[src/rtl/sat_mac_pkg.sv]
package sat_mac_pkg;

  typedef enum logic {
    TERM_PRODUCT = 1'b0,
    TERM_SAMPLE  = 1'b1
  } term_sel_e;

  function automatic int unsigned wmax(input int unsigned x, input int unsigned y);
    return (x > y) ? x : y;
  endfunction

endpackage

[src/rtl/sat_mac_rst_sync.sv]
module sat_mac_rst_sync #(
  parameter int unsigned STAGES = 2
) (
  input  logic clk,
  input  logic rst_n,
  output logic rst_sync_n
);

  logic [STAGES-1:0] chain_q;

  always_ff @(posedge clk or negedge rst_n) begin
    if (!rst_n) chain_q <= '0;
    else        chain_q <= {chain_q[STAGES-2:0], 1'b1};
  end

  assign rst_sync_n = chain_q[STAGES-1];

endmodule

[src/rtl/mac_term.sv]
module mac_term
  import sat_mac_pkg::*;
#(
  parameter int unsigned OP_W   = 8,
  parameter int unsigned TERM_W = 2 * OP_W
) (
  input  term_sel_e               sel,
  input  logic signed [OP_W-1:0]  a,
  input  logic signed [OP_W-1:0]  b,
  output logic signed [TERM_W-1:0] term
);

  logic signed [TERM_W-1:0] prod;
  logic signed [TERM_W-1:0] samp;

  always_comb begin
    prod = TERM_W'(a) * TERM_W'(b);
    samp = TERM_W'(a);
    term = (sel == TERM_SAMPLE) ? samp : prod;
  end

endmodule

[src/rtl/sat_add.sv]
module sat_add
  import sat_mac_pkg::*;
#(
  parameter int unsigned ACC_W  = 8,
  parameter int unsigned TERM_W = 16
) (
  input  logic signed [ACC_W-1:0]  base,
  input  logic signed [TERM_W-1:0] term,
  output logic signed [ACC_W-1:0]  res,
  output logic                     ovf_hi,
  output logic                     ovf_lo
);

  localparam int unsigned SUM_W = wmax(ACC_W, TERM_W) + 1;
  localparam int unsigned TOP_N = SUM_W - ACC_W + 1;

  logic signed [SUM_W-1:0] base_x;
  logic signed [SUM_W-1:0] term_x;
  logic signed [SUM_W-1:0] sum;
  logic [TOP_N-1:0]        top_bits;
  logic                    fits;

  always_comb begin
    base_x   = SUM_W'(base);
    term_x   = SUM_W'(term);
    sum      = base_x + term_x;
    top_bits = sum[SUM_W-1:ACC_W-1];
    fits     = (top_bits == '0) || (top_bits == '1);
    ovf_hi   = !fits && !sum[SUM_W-1];
    ovf_lo   = !fits &&  sum[SUM_W-1];
    if (ovf_hi)      res = {1'b0, {(ACC_W-1){1'b1}}};
    else if (ovf_lo) res = {1'b1, {(ACC_W-1){1'b0}}};
    else             res = sum[ACC_W-1:0];
  end

endmodule

[src/rtl/sat_mac.sv]
module sat_mac
  import sat_mac_pkg::*;
#(
  parameter int unsigned OP_W  = 8,
  parameter int unsigned ACC_W = 8
) (
  input  logic                    clk,
  input  logic                    rst_n,
  input  logic                    clr_i,
  input  logic                    vld_i,
  input  logic                    add_mode_i,
  input  logic signed [OP_W-1:0]  a_i,
  input  logic signed [OP_W-1:0]  b_i,
  output logic signed [ACC_W-1:0] acc_o,
  output logic                    sat_o
);

  localparam int unsigned TERM_W = 2 * OP_W;

  logic                     rst_s_n;
  term_sel_e                sel;
  logic signed [TERM_W-1:0] term;
  logic signed [ACC_W-1:0]  base;
  logic signed [ACC_W-1:0]  sum_sat;
  logic                     ovf_hi, ovf_lo;
  logic signed [ACC_W-1:0]  acc_q, acc_d;
  logic                     sat_q, sat_d;
  logic                     acc_en;

  sat_mac_rst_sync #(.STAGES(2)) u_rst (
    .clk        (clk),
    .rst_n      (rst_n),
    .rst_sync_n (rst_s_n)
  );

  assign sel = add_mode_i ? TERM_SAMPLE : TERM_PRODUCT;

  mac_term #(.OP_W(OP_W), .TERM_W(TERM_W)) u_term (
    .sel  (sel),
    .a    (a_i),
    .b    (b_i),
    .term (term)
  );

  sat_add #(.ACC_W(ACC_W), .TERM_W(TERM_W)) u_add (
    .base   (base),
    .term   (term),
    .res    (sum_sat),
    .ovf_hi (ovf_hi),
    .ovf_lo (ovf_lo)
  );

  // next-state: a clear zeroes the base the new term lands on
  always_comb begin
    base   = clr_i ? '0 : acc_q;
    acc_en = vld_i | clr_i;
    acc_d  = acc_q;
    sat_d  = sat_q;
    if (vld_i) begin
      acc_d = sum_sat;
      sat_d = (sat_q & ~clr_i) | ovf_hi | ovf_lo;
    end else if (clr_i) begin
      acc_d = '0;
      sat_d = 1'b0;
    end
  end

  always_ff @(posedge clk or negedge rst_s_n) begin
    if (!rst_s_n) begin
      acc_q <= '0;
      sat_q <= 1'b0;
    end else if (acc_en) begin
      acc_q <= acc_d;
      sat_q <= sat_d;
    end
  end

  assign acc_o = acc_q;
  assign sat_o = sat_q;

  // idle cycles leave the state untouched
  assert_hold_R10: assert property (@(posedge clk) disable iff (!rst_s_n)
    (!vld_i && !clr_i) |=> ($stable(acc_q) && $stable(sat_q)));

  // a lone clear empties sum and flag
  assert_clear_R8: assert property (@(posedge clk) disable iff (!rst_s_n)
    (clr_i && !vld_i) |=> (acc_q == '0 && !sat_q));

  // flag is sticky until a clear
  assert_sticky_R9: assert property (@(posedge clk) disable iff (!rst_s_n)
    (sat_q && !clr_i) |=> sat_q);

  // a clamping step raises the flag
  assert_clamp_flags_R9: assert property (@(posedge clk) disable iff (!rst_s_n)
    (vld_i && (ovf_hi || ovf_lo)) |=> sat_q);

  // a non-negative term never lowers a running sum
  assert_no_drop_R4: assert property (@(posedge clk) disable iff (!rst_s_n)
    (vld_i && !clr_i && !term[TERM_W-1]) |=> ($signed(acc_q) >= $signed($past(acc_q))));

  // a negative term never raises a running sum
  assert_no_rise_R5: assert property (@(posedge clk) disable iff (!rst_s_n)
    (vld_i && !clr_i && term[TERM_W-1]) |=> ($signed(acc_q) <= $signed($past(acc_q))));

endmodule

[config.mk]
export PLATFORM = sky130hd
export DESIGN_NAME = sat_mac
export DESIGN_NICKNAME = d
export VERILOG_FILES = /design/src/rtl/sat_mac_pkg.sv /design/src/rtl/sat_mac_rst_sync.sv /design/src/rtl/mac_term.sv /design/src/rtl/sat_add.sv /design/src/rtl/sat_mac.sv
export SDC_FILE = /design/constraint.sdc
export NUM_CORES = 1
export LEC_CHECK = 0
export ABC_AREA = 1
export BUFFER_PORTS_ARGS = -buffer_cell sky130_fd_sc_hd__buf_4
export CORE_MARGIN = 3
export CORE_UTILIZATION = 63
export CTS_BUF_LIST = sky130_fd_sc_hd__clkbuf_2
export CTS_CLUSTER_DIAMETER = 80
export DETAILED_ROUTE_END_ITERATION = 10
export PLACE_DENSITY = 0.83
export SLEW_MARGIN = 30
export SYNTH_ARGS = -nofsm -noshare
export SYNTH_HDL_FRONTEND = slang
export SYNTH_SLANG_ARGS = --single-unit
export TNS_END_PERCENT = 30
[constraint.sdc]
create_clock -name clk -period 1 [get_ports clk]
set_input_delay 0.2 -clock clk [delete_from_list [all_inputs] [get_ports clk]]
set_output_delay 0.2 -clock clk [all_outputs]
set_load 0.02 [all_outputs]
==> impl_summary.md <==
Power and ir drop
Dividing total power by cell area gives a power density of about 3800 nW/um^2. The proportion of power drawn by flip-flops and latches is 0.033. The leakage power figure is 3.51 nW.

The logic gate share of total power is 0.954. The switching component of the power is 13.0 mW. Of the total power, the share spent switching nets is 0.560. The clock network fraction of total power is 0.013. The internal portion of the total power is 10.2 mW. IR analysis of the VDD net gives a maximum drop of ~4100 uV.

Place
After detailed placement, the total cell area comes to between 5000 and 6000 um^2. The count of buffers from port buffering is 29. The final estimated routing congestion in global placement is 0.972.

The detailed-placement wirelength estimate is between 9 and 10 mm. The worst-case setup slack after placement is -4.69 ns.

Timing
The final count of pins violating max slew is 0. The worst setup slack after layout is -4.60 ns. Subtracting the final worst setup slack from the clock period gives 5.60 ns. For this run, the top clock speed supported by timing is 0.178 GHz. Setup total negative slack on the finished layout was measured at -41.97 ns. The worst setup skew after layout is between 0.03 and 0.04 ns.

In this run the tightest slew margin relative to its limit is 0.486. The final count of hold timing violations is 0. The ratio of final minimum period to clock period is 5.60. Setup repair after global routing could not meet its margin everywhere. Setup violations remaining at the end of the flow were counted as 18.

The actual slew at the worst max-slew pin is 0.770 ns.

Final layout
The library cells used most frequently in the layout, excluding fill and tap cells, are nand2_1, inv_1, buf_4, fa_1, nand2_2. The post-route cell area is slightly above 6000 um^2. The library cell used most frequently in the layout, excluding fill and tap cells, is nand2_1. The number of inserted diodes is 0.

The layout overhead on the synthesized area is 37.2%. The share of post-route cells with drive strength above 1 is 0.318. After the last flow step, the layout net total stands at 905.

Yosys
The area of the mapped netlist is 4410 um^2. Of the post-synthesis cell area, the dominant cell type holds 0.254. When the netlist entered floorplanning its net count stood at ~800.

Ranked by total cell area, the synthesized netlist is headed by fa_1, nand2_1, inv_1. Yosys printed 0 warnings. The mean instance size in the synthesized netlist is 6.53 um^2. Of all cell types, the one taking the most synthesized area is fa_1. Synthesis instantiated 33 different standard cells from the library.

The synthesized instance count is just under 700. In this run, synthesis produced a sequential element count of 11. The post-synthesis sequential area ratio is 0.0625.

Setup path
The required time at the endpoint of the critical path is 1.21 ns. The slowest stage of the critical path is the fa_2 cell. Data arrives at the worst endpoint at 5.81 ns. The delay of the slowest cell on the worst path is 0.62 ns. In this run the worst path has a maximum fanout of 7. In this run the critical register-to-register path is launched from acc_o[7]. The critical path in this run is classified as in2reg. The most frequent cell on the critical path is nand2_1.

The most critical setup path has its startpoint at b_i[7]. The category of the worst setup path capture point is a register. The worst setup path is launched from a primary input.

Clock tree
The clock network latency to the later pin of the worst-skew pair is 0.31 ns. The buffer type at the clock tree root is clkbuf_2. The total number of clock tree sinks is 11.

The depth of the CTS H-tree is 1. The number of buffers added by the clock tree synthesis step is 3. The number of buffers on the longest clock path is 2. The clock tree from TritonCTS is done. The post-CTS clock slew at the launch and capture registers of the worst setup and hold paths is roughly 0.17 ns.

Global route
The total global routing overflow is 0. Across every metal layer, demand over resource in global routing totals 0.341. The first global-routing pass estimated roughly 22 mm of wire.

The global routing stage identified its most utilized layer as met2. In the global route stage, met3 resource usage came out at 0.0447. The largest net degree at the start of global routing is 11. The number of global-route vias before repair is 4,912. For met1 alone, demand over resource in global routing was 0.421. The number of antenna violations at the first check in global routing is 0. For this run, global-route usage on met2 was measured as 0.592.

Drt
Once detail routing completed, the nets flagged for antenna violations numbered 0. The number of iterations in the first detailed-routing pass is 9. The post-detailed-route DRC marker count is 0. The sum of routed wire length over all layers is 16.2 mm.

In this run, the number of DRC markers left after iteration 0 of detailed routing was 664. The routed wirelength normalized by instance count is 18.5 um. The total via count in the routed design is 5,210. Dividing the detail-routed via count by the number of cells gives 5.95.

Status
The run finished, with violations left. The checks that failed: negative setup slack.

Floorplanning
The die is 89.6 um wide. The initial utilization of the core area, before any placement, comes to 0.671. The cell row count is 29.

Measured along the y axis, the die boundary spans between 80 and 90 um. The die area is 8030 um^2. The boundary pin count is 30. The core footprint is 6570 um^2.

Min path
The path category of the worst min-delay check is reg2async.

Run
The number of max-capacitance violations reported is 0.
cell usage after synthesis, drive strengths merged:
cell and number:
nand2 230, inv 168, fa 56, ha 45
nor2 39, nand3 32, a21oi 22, clkbuf 17
o21ai 13, xor2 13, dfrtp 11, xnor2 6
nand4 4, and2 3, a31oi 2, nand3b 2
o21bai 2, or2 2, a31o 1, buf 1
conb 1, nor4 1, o2111ai 1, o21a 1
o22ai 1, o31ai 1
critical path, delay by kind of cell:
kind                       cells  cell delay (ns)
adders and majority gates      6             2.78
and+or+nand+nor               16             1.72
buffers and inverters          6             0.55
AOI/OAI and AO/OA              2             0.43
xor gates and xnor gates       1             0.14
repair_timing:
action | 4_1_cts | 5_1_grt
setup buffers | 5 | 0
hold endpoints to repair | 2 | 0
endpoints found under the setup margin | 18 | 18
pin swaps | 38 | 39
hold buffers | 1 | 0
resized for setup | 73 | 69
through the flow:
stage / cells / total power, mW / util / hold WS [ns]
floorplan: 675 / 11.8 / - / -0.0956
detailed placement: 865 / 17.0 / 0.828 / -0.0167
global route: 875 / 24.6 / 0.921 / 0.160
CTS: 875 / 19.7 / 0.886 / 0.167
global placement: 865 / 16.4 / 0.828 / -0.0185
finish: 875 / 23.2 / 0.921 / 0.142
layout make-up:
type	count	area (um^2)
Multi-Input combinational cell	478	3950
Timing Repair Buffer	121	1040
Inverter	168	641
Fill cell	255	520
Sequential cell	11	275
Tap cell	93	116
Clock buffer	4	20.0
path summary, 6_finish.rpt:
check	end	slack, ns	depth (start not counted)
max in group asynchronous	acc_o[2]	0.50	0
worst min register to register	sat_o	0.14	0
worst max-delay path	acc_o[6]	-4.60	31
worst max register to register	acc_o[6]	-2.23	19
worst min-delay path	sat_o	0.14	0
min in group clk	acc_o[4]	0.15	3
registers in the layout (all words and copies together) (netlist names):
signal and count:
acc_o 8, u_rst.chain_q 2, sat_o 1
cell families after synthesis:
kind of cell,Yosys count,share of synthesized area
buf+inv,186,0.159
simple gates,313,0.300
fa+ha+maj,101,0.382
compound gates,44,0.0574
flops,11,0.0625
other cells,1,0.000851
xor+xnor,19,0.0378
per-layer routing:
| layer | wire (um) | share of wire | up-vias |
|---|---|---|---|
| met5 | 0 | 0 | - |
| met4 | 1480 | 0.091 | 0 |
| met3 | 1730 | 0.11 | 187 |
| met2 | 7510 | 0.46 | 471 |
| met1 | 5450 | 0.34 | 2348 |
| li1 | - | - | 2204 |
power groups by stage:
stage	sequential (mW)	combinational [mW]	clock (mW)
after global routing	0.771	23.5	0.326
after floorplan	0.910	10.9	0
after detailed placement	0.712	16.3	0
final	0.761	22.1	0.304
after CTS	0.732	18.7	0.275
after global placement	0.712	15.7	0
(Power assumes the default switching activity.)
